File: config.mk
export PLATFORM = sky130hd
export DESIGN_NAME = dd_disc_unit
export DESIGN_NICKNAME = d
export VERILOG_FILES = /design/src/rtl/dd_pkg.sv /design/src/rtl/dd_row_mem.sv /design/src/rtl/dd_lane_rot.sv /design/src/rtl/dd_lane_dot.sv /design/src/rtl/dd_disc_unit.sv
export SDC_FILE = /design/constraint.sdc
export NUM_CORES = 1
export LEC_CHECK = 0
export BUFFER_PORTS_ARGS = -buffer_cell sky130_fd_sc_hd__buf_2
export CORE_MARGIN = 2
export CORE_UTILIZATION = 45
export CTS_BUF_LIST = sky130_fd_sc_hd__clkbuf_4
export CTS_CLUSTER_SIZE = 10
export DETAILED_ROUTE_END_ITERATION = 10
export SKIP_CTS_REPAIR_TIMING = 1
export SYNTH_ARGS = -nofsm -noshare
export SYNTH_HDL_FRONTEND = slang
export SYNTH_SLANG_ARGS = --single-unit
File: constraint.sdc
create_clock -name clk -period 2.1 [get_ports clk]
set_input_delay 0.21 -clock clk [delete_from_list [all_inputs] [get_ports clk]]
set_output_delay 0.21 -clock clk [all_outputs]
set_load 0.005 [all_outputs]
File: src/rtl/dd_pkg.sv
package dd_pkg;
    localparam int GF_M = 4;
    localparam logic [GF_M:0] GF_POLY = 5'b10011;

    typedef logic [GF_M-1:0] gf_t;
    typedef logic [2*GF_M-2:0] gf_prod_t;

    typedef enum logic [1:0] {
        ST_IDLE  = 2'd0,
        ST_RUN   = 2'd1,
        ST_DRAIN = 2'd2
    } dd_state_e;

    // Carry-less product followed by polynomial reduction.
    function automatic gf_t gf_mul(input gf_t a, input gf_t b);
        gf_prod_t p;
        p = '0;
        for (int i = 0; i < GF_M; i++) begin
            if (b[i]) p = p ^ (gf_prod_t'(a) << i);
        end
        for (int j = 2*GF_M-2; j >= GF_M; j--) begin
            if (p[j]) p = p ^ (gf_prod_t'(GF_POLY) << (j - GF_M));
        end
        return p[GF_M-1:0];
    endfunction
endpackage

File: src/rtl/dd_row_mem.sv
module dd_row_mem
    import dd_pkg::*;
#(
    parameter int DEPTH = 16,
    parameter int AW    = $clog2(DEPTH) + 2
) (
    input  logic                     clk,
    input  logic                     wr_en,
    input  logic [$clog2(DEPTH)-1:0] wr_addr,
    input  gf_t                      wr_data,
    input  logic [AW-1:0]            rd_addr,
    output gf_t                      rd_data
);
    localparam int DW = $clog2(DEPTH);

    gf_t mem_q [DEPTH];

    always_ff @(posedge clk) begin
        if (wr_en) mem_q[wr_addr] <= wr_data;
    end

    // Negative (or out-of-range) addresses read as the field zero.
    always_comb begin
        if (rd_addr[AW-1] || (rd_addr[AW-2:DW] != '0)) rd_data = '0;
        else                                           rd_data = mem_q[rd_addr[DW-1:0]];
    end
endmodule

File: src/rtl/dd_lane_rot.sv
module dd_lane_rot
    import dd_pkg::*;
#(
    parameter int Q = 4
) (
    input  logic                     clk,
    input  logic                     rst_n,
    input  logic                     en,
    input  logic [$clog2(Q)-1:0]     amt,
    input  logic [Q-1:0][GF_M-1:0]   din,
    output logic [Q-1:0][GF_M-1:0]   dout
);
    localparam int QB = $clog2(Q);

    logic [Q-1:0][GF_M-1:0] rot_d, rot_q;

    always_comb begin
        rot_d = rot_q;
        if (en) begin
            for (int r = 0; r < Q; r++) begin
                rot_d[r] = din[QB'(r) - amt];
            end
        end
    end

    always_ff @(posedge clk or negedge rst_n) begin
        if (!rst_n) rot_q <= '0;
        else        rot_q <= rot_d;
    end

    assign dout = rot_q;
endmodule

File: src/rtl/dd_lane_dot.sv
module dd_lane_dot
    import dd_pkg::*;
#(
    parameter int Q = 4
) (
    input  logic [Q-1:0][GF_M-1:0] syn,
    input  logic [Q-1:0][GF_M-1:0] coef,
    output gf_t                    sum
);
    always_comb begin
        sum = '0;
        for (int r = 0; r < Q; r++) begin
            sum = sum ^ gf_mul(coef[r], syn[r]);
        end
    end
endmodule

File: src/rtl/dd_disc_unit.sv
module dd_disc_unit
    import dd_pkg::*;
#(
    parameter int Q     = 4,
    parameter int DEPTH = 16
) (
    input  logic                             clk,
    input  logic                             rst_n,
    input  logic                             wr_en,
    input  logic                             wr_coef,
    input  logic [$clog2(Q*DEPTH)-1:0]       wr_idx,
    input  logic [3:0]                       wr_data,
    input  logic                             start,
    input  logic [$clog2(Q*DEPTH)-1:0]       iter_l,
    input  logic [$clog2(Q*DEPTH)-1:0]       order_o,
    output logic                             busy,
    output logic                             done,
    output logic [3:0]                       disc
);
    localparam int QB = $clog2(Q);
    localparam int DW = $clog2(DEPTH);
    localparam int IW = QB + DW;
    localparam int AW = DW + 2;

    typedef struct packed {
        dd_state_e              st;
        logic                   busy;
        logic                   done;
        logic                   first;
        logic [QB-1:0]          lmod;
        logic [QB-1:0]          cm;
        logic [AW-1:0]          syn_addr;
        logic [Q-1:0][AW-1:0]   coef_addr;
        logic                   v1;
        logic [Q-1:0][GF_M-1:0] syn1;
        logic [Q-1:0][GF_M-1:0] coef1;
        logic                   v2;
        logic [Q-1:0][GF_M-1:0] syn2;
        gf_t                    acc;
        gf_t                    disc;
    } dd_regs_t;

    dd_regs_t r_d, r_q;

    logic [Q-1:0][GF_M-1:0] syn_rd;
    logic [Q-1:0][GF_M-1:0] coef_rd;
    logic [Q-1:0][GF_M-1:0] coef2;
    logic [QB-1:0]          rot_amt;
    gf_t                    lane_sum;

    assign rot_amt = r_q.cm;

    // Row memories: index i lives in row i mod Q at address i div Q.
    for (genvar g = 0; g < Q; g++) begin : g_row
        dd_row_mem #(.DEPTH(DEPTH), .AW(AW)) u_syn (
            .clk     (clk),
            .wr_en   (wr_en && !wr_coef && (wr_idx[QB-1:0] == QB'(g))),
            .wr_addr (wr_idx[IW-1:QB]),
            .wr_data (wr_data),
            .rd_addr (r_q.syn_addr),
            .rd_data (syn_rd[g])
        );
        dd_row_mem #(.DEPTH(DEPTH), .AW(AW)) u_coef (
            .clk     (clk),
            .wr_en   (wr_en && wr_coef && (wr_idx[QB-1:0] == QB'(g))),
            .wr_addr (wr_idx[IW-1:QB]),
            .wr_data (wr_data),
            .rd_addr (r_q.coef_addr[g]),
            .rd_data (coef_rd[g])
        );
    end

    dd_lane_rot #(.Q(Q)) u_rot (
        .clk   (clk),
        .rst_n (rst_n),
        .en    (r_q.v1),
        .amt   (rot_amt),
        .din   (r_q.coef1),
        .dout  (coef2)
    );

    dd_lane_dot #(.Q(Q)) u_dot (
        .syn  (r_q.syn2),
        .coef (coef2),
        .sum  (lane_sum)
    );

    always_comb begin
        logic [IW-1:0] span;
        logic [QB-1:0] rr;
        logic          any_live;
        int            kk;

        r_d      = r_q;
        r_d.done = 1'b0;
        r_d.v1   = 1'b0;
        span     = iter_l - order_o;
        any_live = 1'b0;
        for (int r = 0; r < Q; r++) begin
            if (!r_q.coef_addr[r][AW-1]) any_live = 1'b1;
        end

        unique case (r_q.st)
            ST_IDLE: begin
                if (start) begin
                    r_d.st       = ST_RUN;
                    r_d.busy     = 1'b1;
                    r_d.first    = 1'b1;
                    r_d.acc      = '0;
                    r_d.lmod     = iter_l[QB-1:0];
                    r_d.cm       = span[QB-1:0];
                    r_d.syn_addr = AW'(int'(iter_l) >>> QB);
                    // Coefficient row r' pairs with syndrome row (r' + c) mod Q.
                    for (int r = 0; r < Q; r++) begin
                        rr = QB'(r) + span[QB-1:0];
                        kk = ((int'(iter_l) >>> QB) <<< QB) + int'(rr) - int'(span);
                        r_d.coef_addr[r] = AW'(kk >>> QB);
                    end
                end
            end
            ST_RUN: begin
                if (any_live) begin
                    r_d.v1    = 1'b1;
                    r_d.first = 1'b0;
                    for (int r = 0; r < Q; r++) begin
                        r_d.syn1[r]  = (r_q.first && (QB'(r) > r_q.lmod)) ? '0 : syn_rd[r];
                        r_d.coef1[r] = coef_rd[r];
                        if (!r_q.coef_addr[r][AW-1])
                            r_d.coef_addr[r] = r_q.coef_addr[r] - AW'(1);
                    end
                    if (!r_q.syn_addr[AW-1]) r_d.syn_addr = r_q.syn_addr - AW'(1);
                end else begin
                    r_d.st = ST_DRAIN;
                end
            end
            ST_DRAIN: begin
                if (!r_q.v1 && !r_q.v2) begin
                    r_d.st   = ST_IDLE;
                    r_d.busy = 1'b0;
                    r_d.done = 1'b1;
                    r_d.disc = r_q.acc;
                end
            end
            default: r_d.st = ST_IDLE;
        endcase

        // Pipeline: read registers -> rotator/syndrome delay -> accumulator.
        r_d.v2 = r_q.v1;
        if (r_q.v1) r_d.syn2 = r_q.syn1;
        if (r_q.v2) r_d.acc  = r_q.acc ^ lane_sum;
    end

    always_ff @(posedge clk or negedge rst_n) begin
        if (!rst_n) begin
            r_q    <= '0;
            r_q.st <= ST_IDLE;
        end else begin
            r_q <= r_d;
        end
    end

    assign busy = r_q.busy;
    assign done = r_q.done;
    assign disc = r_q.disc;
endmodule

==> impl_summary.txt, run 1 <==
----------------------------------------------------
[Logic synthesis]
  Unique masters post-synth ... 50
  Count of flip-flops with a built-in enable after synthesis ... 512
  YS warnings ... 0
  Flip-flop cell with the highest count after synthesis ... sky130_fd_sc_hd__edfxtp_1
  Share of synthesized registers carrying an async set or reset ... 18.1%
  Library cell occupying the most area in the post-synthesis netlist ... sky130_fd_sc_hd__edfxtp_1
  Number of nets in the synthesized netlist ... about 1600
  Share of Yosys cell area claimed by the top area cell type ... approximately 58%
  Most area-consuming cells after synthesis ... sky130_fd_sc_hd__edfxtp_1 (58%), sky130_fd_sc_hd__mux4_2 (12%), sky130_fd_sc_hd__dfrtp_1 (11%)
  Combined area of all synthesized cells ... 26700 sq um
  Fraction of the yosys area taken by sequential cells ... a little under 70%
  Flip-flop and latch count after synthesis ... between 600 and 700
  Synthesized instance count ... about 1600
  Per-instance average area after synthesis ... ~17 sq um

[Global route]
  Total routing resource utilization after global routing ... between 20% and 30%
  Number of antenna violations at the first check in global routing ... 3
  Grt ovf ... 0
  Vias in the first global route ... between 15000 and 20000
  Largest net degree at the start of global routing ... between 70 and 80
  Global-route wire length before repair ... a little under 100 mm

[STA]
  RSZ-0062 raised after global routing ... true
  Maximum clock skew at final layout ... 0.0562 ns
  Ratio of final minimum period to clock period ... 106%
  Smallest setup slack after layout ... -0.117 ns
  Number of failing hold endpoints at the final stage ... 0
  Fmax achieved ... 451 MHz
  Final critical-path required period ... 2.22 ns
  Total count of max-transition violations in the final report ... 0
  Final setup violation count ... 16
  Worst slew margin relative to its limit ... 53.3%
  Actual transition at the worst max-transition pin ... roughly 0.70 ns
  Setup TNS ... -1.12 ns

[Placed design]
  Number of buffers added on ports ... 32
  Global placer's final weighted congestion ... ~0.88
  Estimated wirelength of the detail-placed design ... around 44 mm
  Placed cell areas ... between 20000 and 30000 sq um

[Route]
  Initial DRC Count ... 1242
  Remaining antenna violation count ... 0
  Per-cell via count in the routed design ... ~5.5
  Pre-antenna DRT Iters ... 7
  # DRC ... 0
  Detailed-route wire length ... 63.9 mm
  Routed via count ... ~15000
  Routed WL per cell ... about 23 um

[CTS]
  Clock latency at the later pin of the worst-skew pair ... approximately 0.99 ns
  CTS Sinks ... between 600 and 700
  Clock transition at the registers of the reported paths ... 0.06 ns
  Buffers from clock root to sink, at most ... 3
  Clock tree from TritonCTS ... yes
  Cell chosen for the clock root ... sky130_fd_sc_hd__clkbuf_4
  Number of CTS-inserted buffers ... about 160
  H-tree levels ... 4

[Setup path]
  Data required time of the critical path ... approximately 3 ns
  Type of element launching the critical path ... flop
  Largest fanout of any net on the critical path ... 8
  Sort of element at the end of the critical path ... flop
  Critical path class ... reg2reg
  Arrival time of the worst setup path ... a little over 3 ns

[Power and ir drop]
  Total power draw ... a little under 40 mW
  Pwr dens ... between 1000 and 1500 nW/um^2
  Peak ir drop on the vdd network ... 0.665 mV
  Pleak ... about 11 nW

[Die]
  Die area ... 61200 sq um
  Initial core utilization ... between 40% and 50%
  Die outline height ... approximately 250 um
  I/O pin total ... 33
  Std-Cell Rows ... 89
  Die extent in x ... roughly 250 um
  Placeable core region ... roughly 59000 sq um

[Min path]
  Hold Path Class ... in2reg

[Layout]
  Final nets ... between 1500 and 2000
  Cell area after layout ... 31600 sq um
  Commonest non-fill, non-tap cells in the layout ... sky130_fd_sc_hd__edfxtp_1 (512), sky130_fd_sc_hd__clkbuf_4 (236), sky130_fd_sc_hd__buf_4 (201)
  Fraction of layout instances using a drive strength above 1 ... between 30 and 40%
  Most frequent standard cell in the layout excluding fill and tap cells ... sky130_fd_sc_hd__edfxtp_1
  Area growth from synthesis to layout ... 18.3%

[Job]
  Total of max-cap violations ... 0

[Status]
  Run status ... complete, but fails checks
  Failing checks ... setup timing

----------------------------------------------------
==> flip-flops by register name, indices dropped and copies added (netlist names) <==
| signal | count |
|---|---|
| disc | 4 |
| g_row.u_syn.mem_q | 256 |
| busy | 1 |
| r_q | 88 |
| u_rot.dout | 16 |
| g_row.u_coef.mem_q | 256 |
| done | 1 |
| r_d | 1 |
| rot_amt | 2 |
==> synthesized netlist by cell type (13+ instances only) <==
master                     count
sky130_fd_sc_hd__a21oi_1      39
sky130_fd_sc_hd__a22o_1       23
sky130_fd_sc_hd__a31oi_1      17
sky130_fd_sc_hd__clkbuf_1     39
sky130_fd_sc_hd__dfrtp_1     113
sky130_fd_sc_hd__edfxtp_1    512
sky130_fd_sc_hd__ha_1         15
sky130_fd_sc_hd__inv_1        30
sky130_fd_sc_hd__mux2_2       40
sky130_fd_sc_hd__mux4_1       21
sky130_fd_sc_hd__mux4_2      143
sky130_fd_sc_hd__nand2_1     125
sky130_fd_sc_hd__nand3_1      13
sky130_fd_sc_hd__nor2_1      173
sky130_fd_sc_hd__nor3_1       15
sky130_fd_sc_hd__o21ai_0      24
sky130_fd_sc_hd__xnor2_1      54
sky130_fd_sc_hd__xor2_1       25
==> cell type report <==
cell class	instances	area, sq um
clock inverters	31	199
repair buffers	284	2460
flip-flops and latches	625	18200
clock buffers	236	1770
well taps	773	967
multi-input cells	829	7820
fillers	4850	27200
inverters	31	129
diodes	6	15.0
==> per-stage QoR <==
step | hold slack (ns) | cells | setup WS (ns) | utilization [%]
global route | -0.0164 | 2811 | -0.145 | 53.7
CTS | -0.809 | 2776 | -0.193 | 53.1
detailed placement | 0.258 | 2509 | -0.721 | 49.8
global placement | 0.257 | 2509 | -0.658 | 49.8
finish | 0.0458 | 2815 | -0.117 | 53.7
floorplan | -0.0856 | 1568 | -0.397 | -
==> per-layer routing <==
layer,up-vias,GRT usage (%),part of all wire [%]
met1,7889,28.8,43
met4,2,8.42,2.5
li1,6896,-,-
met5,-,0,0.017
met2,549,33.0,47
met3,113,6.55,7.5
==> path summary, 6_finish.rpt <==
| kind | from | to | slack [ns] | depth (start not counted) |
|---|---|---|---|---|
| min in group asynchronous | rst_n | done | 0.41 | 4 |
| max reg2reg | r_q[82] | r_q[43] | -0.12 | 5 |
| min reg2reg | r_q[47] | r_q[47] | 0.49 | 2 |
| min | wr_idx[0] | g_row[3].u_coef.mem_q[13][1] | 0.05 | 4 |
| max | r_q[82] | r_q[43] | -0.12 | 5 |
| max in group asynchronous | rst_n | r_q[82] | 1.17 | 4 |
==> power by group <==
group | switching (mW) | internal, mW | total (mW)
registers | 1.21 | 14.4 | 15.6
clock network | 4.90 | 5.16 | 10.1
logic | 6.70 | 7.16 | 13.9
==> worst max-delay path, stage by stage (launching register included) <==
cell and delay, ns:
sky130_fd_sc_hd__dfrtp_4 0.43, sky130_fd_sc_hd__buf_12 0.16, sky130_fd_sc_hd__buf_12 0.15, sky130_fd_sc_hd__mux4_2 0.55, sky130_fd_sc_hd__mux4_2 0.58, sky130_fd_sc_hd__a22o_1 0.21
==> logic make-up after synthesis <==
group                    Yosys count  share of synthesized area (%)
flip-flops                       625                           68.2
adder cells (fa/ha/maj)           18                          0.929
buffers and inverters            114                           2.43
XOR/XNOR                          82                           2.85
multiplexers                     210                           16.1
AO/OA/AOI/OAI                    159                           3.98
AND/OR/NAND/NOR                  360                           5.53
Note: power is estimated with default switching activity, not from simulation.
==> inputs of run 2 (changes only) <==
HOLD_SLACK_MARGIN = 0.08   (was default)
==> impl_summary.txt, run 2 (same netlist as run 1, synthesis figures left out) <==
----------------------------------------------------
[CTS]
  CTS Sinks ... 625
  Cell chosen for the clock root ... sky130_fd_sc_hd__clkbuf_4
  Buffers from clock root to sink, at most ... 3
  Number of CTS-inserted buffers ... 162
  Clock tree from TritonCTS ... yes
  H-tree levels ... 4
  Clock latency at the later pin of the worst-skew pair ... between 0.9 and 1 ns
  Clock transition at the registers of the reported paths ... about 0.060 ns

[Route]
  # DRC ... 0
  Initial DRC Count ... approximately 1200
  Pre-antenna DRT Iters ... 7
  Routed via count ... between 15000 and 20000
  Routed WL per cell ... about 23 um
  Per-cell via count in the routed design ... 5.49
  Detailed-route wire length ... about 64 mm
  Remaining antenna violation count ... 0

[Setup path]
  Slowest cell delay on critical path ... 0.58 ns
  Arrival time of the worst setup path ... just over 3 ns
  CP startpoint ... r_q[82]
  Sort of element at the end of the critical path ... flop
  CP Cell Sequence ... buf_12 > buf_12 > mux4_2 > mux4_2 > a22o_1
  Critical path class ... reg2reg
  Crit Reg-Reg Startpoint ... r_q[82]
  Path depth of the worst reg2reg path ... 5
  Capturing element of the worst setup path ... r_q[43]
  FF-to-FF setup slack ... -0.12 ns
  Worst path slowest cell ... sky130_fd_sc_hd__mux4_2
  Largest fanout of any net on the critical path ... 8
  Capture point of the worst reg-to-reg path ... r_q[43]
  Data required time of the critical path ... 2.94 ns
  Type of element launching the critical path ... flop

[Global route]
  Vias in the first global route ... around 16000
  Total routing resource utilization after global routing ... a little over a fifth
  Number of antenna violations at the first check in global routing ... 3
  Grt ovf ... 0
  Largest net degree at the start of global routing ... between 70 and 80
  Global-route wire length before repair ... 96.5 mm

[STA]
  Minimum hold slack ... 0.110 ns
  RSZ-0062 raised after global routing ... true
  Final setup violation count ... 20
  Actual transition at the worst max-transition pin ... approximately 0.70 ns
  Smallest setup slack after layout ... -0.118 ns
  Worst slew margin relative to its limit ... 53.5%
  Maximum clock skew at final layout ... 0.0548 ns
  Number of failing hold endpoints at the final stage ... 0
  Final critical-path required period ... between 2 and 2.5 ns
  Total count of max-transition violations in the final report ... 0
  Ratio of final minimum period to clock period ... 106%
  Fmax achieved ... 451 MHz

[Layout]
  Fill cell count ... a little under 5000
  Area growth from synthesis to layout ... 18.4%
  Area of combinational cells with multiple inputs ... slightly below 8000 sq um
  Top Registers ... g_row.u_coef.mem_q: 256 flops, g_row.u_syn.mem_q: 256 flops, r_q: 88 flops
  Fraction of layout instances using a drive strength above 1 ... 35.8%
  Cell area after layout ... ~32000 sq um
  Commonest non-fill, non-tap cells in the layout ... sky130_fd_sc_hd__edfxtp_1 (512), sky130_fd_sc_hd__clkbuf_4 (236), sky130_fd_sc_hd__buf_4 (201)
  Most frequent standard cell in the layout excluding fill and tap cells ... sky130_fd_sc_hd__edfxtp_1
  Sequential cell area ... approximately 18000 sq um
  Final nets ... approximately 2000
  Count of placed standard cells in the final layout, fillers left out ... 2817

[Die]
  Die extent in x ... about 250 um
  Initial core utilization ... about 45%
  Die area ... around 61000 sq um
  Placeable core region ... a little under 60000 sq um
  Die outline height ... ~250 um
  Std-Cell Rows ... 89
  I/O pin total ... 33

[Power and ir drop]
  Pleak ... between 10 and 15 nW
  Total power draw ... around 40 mW
  Peak ir drop on the vdd network ... approximately 0.66 mV
  Pwr dens ... around 1300 nW/um^2

[Min path]
  Hold Path Class ... in2reg

[Status]
  Failing checks ... setup timing
  Run status ... complete, but fails checks

[Placed design]
  Global placer's final weighted congestion ... between 0.8 and 0.9
  Placed cell count ... 2509
  Placed cell areas ... around 29000 sq um
  Number of buffers added on ports ... 32
  Estimated wirelength of the detail-placed design ... 43.6 mm

[Job]
  Total of max-cap violations ... 0

----------------------------------------------------
[run 2: critical path: cells and delay by family, from the launching register on]
kind                   cells  cell delay (ns)
buffers and inverters      2             0.31
flip-flops                 1             0.43
multiplexers               2             1.13
AO/OA/AOI/OAI              1             0.21
[run 2: per-stage QoR]
stage / utilization (%) / setup TNS (ns) / setup slack, ns
2_1_floorplan: - / -3.72 / -0.397
3_3_place_gp: 49.8 / -13.75 / -0.658
3_5_place_dp: 49.8 / -14.45 / -0.721
4_1_cts: 53.1 / -2.46 / -0.193
5_1_grt: 53.7 / -2.12 / -0.145
6_report: 53.7 / -1.44 / -0.118
[run 2: worst min path at each step]
stage | startpoint | to | cells past startpoint
2_1_floorplan | rst_n | busy | 0
3_3_place_gp | rst_n | busy | 2
3_5_place_dp | rst_n | busy | 2
4_1_cts | rst_n | disc[1] | 2
5_1_grt | wr_idx[1] | g_row[2].u_syn.mem_q[15][3] | 5
6_report | wr_idx[1] | g_row[2].u_syn.mem_q[15][3] | 5
[run 2: area by class of cell]
| type | count | area share [%] |
|---|---|---|
| Clock inverter | 31 | 0.630 |
| Inverter | 31 | 0.408 |
| Clock buffer | 236 | 5.61 |
| Antenna cell | 6 | 0.0475 |
| Sequential cell | 625 | 57.6 |
| Tap cell | 773 | 3.06 |
| Timing Repair Buffer | 286 | 7.86 |
| Multi-Input combinational cell | 829 | 24.7 |
[run 2: per-layer routing]
layer | vias up | share of wire, % | global-route usage, % | wire length [um]
met2 | 548 | 47 | 33.0 | 29800
met1 | 7894 | 43 | 28.8 | 27300
met3 | 114 | 7.9 | 6.55 | 5010
met4 | 2 | 2.6 | 8.42 | 1630
li1 | 6898 | - | - | -
met5 | - | 0.020 | 0 | 13
[run 2: report_power, final]
| part | total [mW] | leakage, nW | internal (mW) | switching [mW] |
|---|---|---|---|---|
| registers | 15.6 | 6.04 | 14.4 | 1.20 |
| clock network | 10.1 | 1.17 | 5.16 | 4.90 |
| logic | 13.9 | 4.07 | 7.17 | 6.69 |
